`src/rtl/nlb_pkg.sv`:
```
package nlb_pkg;
  parameter int NIB_W   = 4;
  parameter int WORD_W  = 32;
  parameter int CMD_W   = 56;
  localparam int NIB_CNT = WORD_W / NIB_W;
  localparam int SEL_W   = $clog2(NIB_CNT);
  localparam int LO_W    = CMD_W - WORD_W;

  // strobes and levels from the control to the datapath
  typedef struct packed {
    logic [NIB_CNT-1:0] nibWrEn;
    logic               capHi;
    logic               capCmd;
    logic               capRsp;
    logic               outHalf;
    logic               outHeld;
  } ctlStrobes_t;
endpackage

```
`src/rtl/nlb_ctrl.sv`:
```
module nlb_ctrl
  import nlb_pkg::*;
(
  input  logic             clk,
  input  logic             rstN,
  input  logic [SEL_W-1:0] hostSel,
  input  logic             hostWrStb,
  input  logic             hostRdStb,
  input  logic             cmdReady,
  input  logic             rspValid,
  output logic             cmdPend,
  output logic             rspHeld,
  output ctlStrobes_t      ctl
);
  localparam logic [SEL_W-1:0] LAST = SEL_W'(NIB_CNT - 1);

  logic [SEL_W-1:0] wrIdx;
  logic [SEL_W-1:0] rdIdx;
  logic             wrHalf;
  logic             rdHalf;
  logic             wrAcc;
  logic             rdAcc;
  logic             wrLast;
  logic             rdLast;

  always_comb begin
    wrAcc  = hostWrStb && !cmdPend && (hostSel == wrIdx);
    wrLast = wrAcc && (wrIdx == LAST);
    rdAcc  = hostRdStb && rspHeld && (hostSel == rdIdx);
    rdLast = rdAcc && (rdIdx == LAST);
    ctl.nibWrEn = wrAcc ? (NIB_CNT'(1) << wrIdx) : '0;
    ctl.capHi   = wrLast && !wrHalf;
    ctl.capCmd  = wrLast && wrHalf;
    ctl.capRsp  = rspValid && !rspHeld;
    ctl.outHalf = rdHalf;
    ctl.outHeld = rspHeld;
  end

  // inbound sequencing
  always_ff @(posedge clk or negedge rstN) begin
    if (!rstN) begin
      wrIdx   <= '0;
      wrHalf  <= 1'b0;
      cmdPend <= 1'b0;
    end else if (cmdPend) begin
      if (cmdReady) cmdPend <= 1'b0;
    end else if (wrAcc) begin
      wrIdx <= wrIdx + 1'b1;
      if (wrLast) begin
        wrHalf <= !wrHalf;
        if (wrHalf) cmdPend <= 1'b1;
      end
    end
  end

  // outbound sequencing
  always_ff @(posedge clk or negedge rstN) begin
    if (!rstN) begin
      rdIdx   <= '0;
      rdHalf  <= 1'b0;
      rspHeld <= 1'b0;
    end else if (!rspHeld) begin
      if (rspValid) begin
        rspHeld <= 1'b1;
        rdIdx   <= '0;
        rdHalf  <= 1'b0;
      end
    end else if (rdAcc) begin
      rdIdx <= rdIdx + 1'b1;
      if (rdLast) begin
        if (rdHalf) rspHeld <= 1'b0;
        rdHalf <= !rdHalf;
      end
    end
  end
endmodule

```
`src/rtl/nlb_datapath.sv`:
```
module nlb_datapath
  import nlb_pkg::*;
(
  input  logic             clk,
  input  logic             rstN,
  input  ctlStrobes_t      ctl,
  input  logic [NIB_W-1:0] hostNibbleIn,
  input  logic [SEL_W-1:0] hostSel,
  input  logic [CMD_W-1:0] rspData,
  output logic [CMD_W-1:0] cmdData,
  output logic [NIB_W-1:0] hostNibbleOut
);
  logic [NIB_W-1:0]  nibReg [NIB_CNT-1];
  logic [WORD_W-1:0] hiReg;
  logic [WORD_W-1:0] wordNow;
  logic [CMD_W-1:0]  rspReg;
  logic [WORD_W-1:0] outWord;
  logic [NIB_W-1:0]  muxOut;

  // separately enabled nibble registers; the last slot comes straight from the pins
  for (genvar n = 0; n < NIB_CNT - 1; n++) begin : g_nib
    always_ff @(posedge clk or negedge rstN) begin
      if (!rstN) nibReg[n] <= '0;
      else if (ctl.nibWrEn[n]) nibReg[n] <= hostNibbleIn;
    end
    assign wordNow[n*NIB_W +: NIB_W] = nibReg[n];
  end
  assign wordNow[WORD_W-1 -: NIB_W] = hostNibbleIn;

  always_ff @(posedge clk or negedge rstN) begin
    if (!rstN) begin
      hiReg   <= '0;
      cmdData <= '0;
      rspReg  <= '0;
    end else begin
      if (ctl.capHi)  hiReg   <= wordNow;
      if (ctl.capCmd) cmdData <= {hiReg, wordNow[LO_W-1:0]};
      if (ctl.capRsp) rspReg  <= rspData;
    end
  end

  assign outWord = ctl.outHalf ? {{(WORD_W-LO_W){1'b0}}, rspReg[LO_W-1:0]}
                               : rspReg[CMD_W-1 -: WORD_W];

  // one NIB_CNT-to-1 mux per output bit
  for (genvar b = 0; b < NIB_W; b++) begin : g_mux
    logic [NIB_CNT-1:0] bitSet;
    for (genvar n = 0; n < NIB_CNT; n++) begin : g_col
      assign bitSet[n] = outWord[n*NIB_W + b];
    end
    assign muxOut[b] = bitSet[hostSel];
  end

  assign hostNibbleOut = ctl.outHeld ? muxOut : '0;
endmodule

```
`src/rtl/nibble_link_bridge.sv`:
```
module nibble_link_bridge
  import nlb_pkg::*;
(
  input  logic             clk,
  input  logic             rstN,
  input  logic [NIB_W-1:0] hostNibbleIn,
  input  logic [SEL_W-1:0] hostSel,
  input  logic             hostWrStb,
  input  logic             hostRdStb,
  output logic [NIB_W-1:0] hostNibbleOut,
  output logic             hostCmdPending,
  output logic             hostRspAvail,
  output logic [CMD_W-1:0] cmdData,
  output logic             cmdValid,
  input  logic             cmdReady,
  input  logic [CMD_W-1:0] rspData,
  input  logic             rspValid,
  output logic             rspReady
);
  ctlStrobes_t ctl;
  logic        cmdPend;
  logic        rspHeld;

  nlb_ctrl u_ctrl (
    .clk(clk), .rstN(rstN), .hostSel(hostSel), .hostWrStb(hostWrStb),
    .hostRdStb(hostRdStb), .cmdReady(cmdReady), .rspValid(rspValid),
    .cmdPend(cmdPend), .rspHeld(rspHeld), .ctl(ctl)
  );

  nlb_datapath u_dp (
    .clk(clk), .rstN(rstN), .ctl(ctl), .hostNibbleIn(hostNibbleIn),
    .hostSel(hostSel), .rspData(rspData), .cmdData(cmdData),
    .hostNibbleOut(hostNibbleOut)
  );

  assign cmdValid       = cmdPend;
  assign hostCmdPending = cmdPend;
  assign hostRspAvail   = rspHeld;
  assign rspReady       = !rspHeld;
endmodule

```
`config.mk`:
```
export PLATFORM = sky130hd
export DESIGN_NAME = nibble_link_bridge
export DESIGN_NICKNAME = d
export VERILOG_FILES = /design/src/rtl/nlb_pkg.sv /design/src/rtl/nlb_ctrl.sv /design/src/rtl/nlb_datapath.sv /design/src/rtl/nibble_link_bridge.sv
export SDC_FILE = /design/constraint.sdc
export NUM_CORES = 1
export LEC_CHECK = 0
export BUFFER_PORTS_ARGS = -buffer_cell sky130_fd_sc_hd__buf_2
export CORE_MARGIN = 1.5
export CORE_UTILIZATION = 40
export DETAILED_ROUTE_END_ITERATION = 10
export GPL_ROUTABILITY_DRIVEN = 0
export PLACE_DENSITY = 0.59
export SYNTH_ARGS = -nofsm -noshare
export SYNTH_HDL_FRONTEND = slang
export SYNTH_HIERARCHICAL = 1
export SYNTH_SLANG_ARGS = --single-unit
export TNS_END_PERCENT = 1
```
`constraint.sdc`:
```
create_clock -name clk -period 2.9 [get_ports clk]
set_input_delay 0.435 -clock clk [delete_from_list [all_inputs] [get_ports clk]]
set_output_delay 0.435 -clock clk [all_outputs]
set_load 0.02 [all_outputs]
```
==> impl_metrics.yaml <==
run_status:
  status: "completed"
clock_network:
  postCtsSetupBuffers: 0
  post_cts_resized: 0
  ctsHtreeMaxLevel: 4
  cts_tree: "yes"
  cts-root-buf: "clkbuf_16"
  numCtsBuffers: 17
  cts_sinks: 182
  cts_buffer_depth: 2
  hold_buffers: 1
  clock_latency_ns: 0.43
  path_clk_slew_ns: 0.07
synthesis:
  syn_inst: 471
  yosysTopAreaCell: "dfrtp_1"
  ys_seq_area_frac: 0.6041
  synth_cell_type_count: 36
  ys_ff_latch: 182
  async_reset_ff_frac: 1.000
  synth_area_mm2: 0.007538
  synthFlopType: "dfrtp_1"
  synth_area_leaders: "dfrtp_1, mux2_2, mux2i_1"
  avgSynthCellArea_um2: 16.01
  synth-edff-count: 0
  yosysWarnings: 6
  synth_top_area_frac: 0.6041
  syn_nets: 548
power:
  power_switching_mw: 1.885
  pwr_density_cell_mw_per_mm2: 731.4
  p_leak_nw: 4.619
  p_total_mw: 6.626
  p_sw_frac: 0.2845
  p_comb_frac: 0.167
  peakVddDrop_mv: 0.4272
  intPower_mw: 4.741
  p_clk_frac: 0.332
  power_frac_seq: 0.501
setup_path:
  path_buf_inv: 2
  crit_path_start_kind: "input pin"
  worst-path-max-fanout: 16
  critical_path_arrival_ns: 2.14
  crit_path_end_kind: "output port"
  critical_path_class: "input pin to output port"
  path_delay_family: "multiplexers"
  required_ns: 2.47
  crit_chain: "buf_2 > mux4_1 > mux2_2 > o221a_1 > buf_2"
  worst_path_most_repeated_cell: "buf_2"
  cp_slowest_cell: "mux4_1"
  worst_path_largest_cell_delay_ns: 0.63
die:
  die_w_um: 140.3
  pin_count: 133
  die_h_um: 140.3
  rows: 50
  die-area_mm2: 0.01968
  initial_core_util: 0.4057
  core-area_mm2: 0.01858
sta:
  final.setup.worst_slack_ns: 0.3254
  tns_ns: 0
  setup_viol: 0
  slew_viol_final: 0
  period_needed_ns: 2.575
  hold_viol_final: 0
  max_slew.worst_pin.slew_ns: 0.5753
  post-route-period-util: 0.8878
  skew_ns: 0.01144
  max_freq_mhz: 388.4
  fin_hold_ws_ns: 0.2280
  slew_headroom: 0.6136
  rsz0062_at_grt: "no"
layout:
  layout-drive-gt1-share: 0.5784
  syn2layout_area_growth_pct: 20.17
  nets: 683
  final_util: 0.4875
  final_cells: 855
  finalInstanceArea_mm2: 0.009059
detailed_routing:
  wl_mm: 15.50
  firstDrtPassIters: 4
  vias_per_cell: 5.012
  antenna_left: 0
  wl_per_cell_um: 18.13
  drc: 0
  drt_first_iter_violations: 204
  num_vias: 4285
grt:
  antenna_found_initial: 2
  grt_max_degree: 90
  grt_pass1_vias: 4692
  grt_first_pass_wirelength_mm: 24.83
  grt_remaining_overflow: 0
  grt.total_usage: 0.1657
hold_path:
  hold_path.class: "input pin to flop"
placed_design:
  preCtsSetupSlack_ns: 0.3231
  io_buffers: 132
  placed_cell_area_mm2: 0.008476
  dpl.hpwl_mm: 10.65
  placed_cells: 820
job:
  drv_cap: 0
[cells by family (layout without fill, tap and decap cells)]
group / after synthesis / in the layout / synth area share
multiplexers: 202 / 202 / 0.3144
buffers and inverters: 31 / 179 / 0.02075
flip-flops: 182 / 182 / 0.6041
AND/OR/NAND/NOR: 26 / 26 / 0.02440
other: 0 / 2 / 0
AO/OA/AOI/OAI: 14 / 14 / 0.01377
adder cells (fa/ha/maj): 8 / 8 / 0.01328
XOR/XNOR: 8 / 8 / 0.009295
[layout by cell type, fill, tap and decap left out, types with 2 or more instances in the layout]
cell type / synthesis / layout
and3_1: 6 / 6
buf_12: 1 / 4
buf_2: 4 / 131
buf_4: 3 / 2
clkbuf_16: 0 / 17
clkinv_2: 0 / 2
clkinv_4: 0 / 3
clkinv_8: 0 / 2
dfrtp_1: 182 / 182
diode_2: 0 / 2
ha_1: 8 / 8
inv_1: 8 / 7
inv_6: 0 / 2
inv_8: 0 / 4
mux2_2: 176 / 176
mux2i_1: 17 / 17
mux4_1: 6 / 6
mux4_2: 2 / 2
nand2_1: 5 / 5
nand2b_1: 2 / 2
nor4_2: 2 / 2
o21ai_0: 4 / 4
o221a_1: 2 / 2
o221a_2: 2 / 2
o22ai_1: 4 / 4
xor2_1: 7 / 7
[per-layer routing]
layer,vias up,track usage,routed length (um)
met4,0,0.06039,235
met3,22,0.05026,717
met5,-,0,0
met2,88,0.2642,7493
met1,2201,0.2145,7056
li1,1974,-,-
[cell type report]
type / instances / area (um2)
clock inverters: 14 / 138.9
diodes: 2 / 5.005
clock buffers: 18 / 429.2
well taps: 234 / 292.8
flip-flops and latches: 182 / 4554
repair buffers: 139 / 772.0
fillers: 1620 / 9522
inverters: 8 / 30.03
multi-input cells: 258 / 2836
[state kept, by name, indices dropped and copies added, names as in the netlist]
register and flops:
u_ctrl/rdHalf 1, u_ctrl/cmdPend 1, u_dp/nibReg 28, u_dp/cmdData 56, u_dp/hiReg 32, u_ctrl/rdIdx 3
u_ctrl/wrIdx 3, u_ctrl/rspHeld 1, u_ctrl/wrHalf 1, u_dp/rspReg 56
[synth_stat cells, types with 4 or more instances]
master and n:
and3_1 6, mux4_1 6, nand2_1 5, dfrtp_1 182, mux2i_1 17, clkbuf_1 11
mux2_2 176, ha_1 8, xor2_1 7, buf_2 4, o21ai_0 4, inv_1 8
o22ai_1 4
[power by group through the flow]
stage	Clock (mW)	Sequential, mW	Combinational (mW)
after floorplan	0	3.31	0.767
after global routing	2.38	3.39	1.22
final	2.20	3.32	1.11
after detailed placement	0	3.38	1.12
after global placement	0	3.34	1.07
after CTS	2.28	3.33	1.13
[worst register-to-register path, cell delays in order (launching register included)]
cell and delay (ns):
dfrtp_1 0.44, ha_1 0.22, ha_1 0.15, nand3b_1 0.09
nor4_2 0.32, and2_2 0.25, buf_12 0.27, mux2_2 0.45
[final timing paths]
| check | start | end | slack [ns] | cells after the start |
|---|---|---|---|---|
| min in group asynchronous | rstN | u_dp/cmdData[32] | 0.54 | 2 |
| max reg2reg | u_ctrl/wrIdx[1] | u_dp/cmdData[53] | 0.60 | 7 |
| max | hostSel[0] | hostNibbleOut[1] | 0.33 | 5 |
| min | rspData[54] | u_dp/rspReg[54] | 0.23 | 2 |
| min reg2reg | u_dp/cmdData[31] | u_dp/cmdData[31] | 0.50 | 1 |
| max in group asynchronous | rstN | u_dp/nibReg[21] | 1.46 | 3 |
No activity file was read; power rests on OpenSTA's default activity.
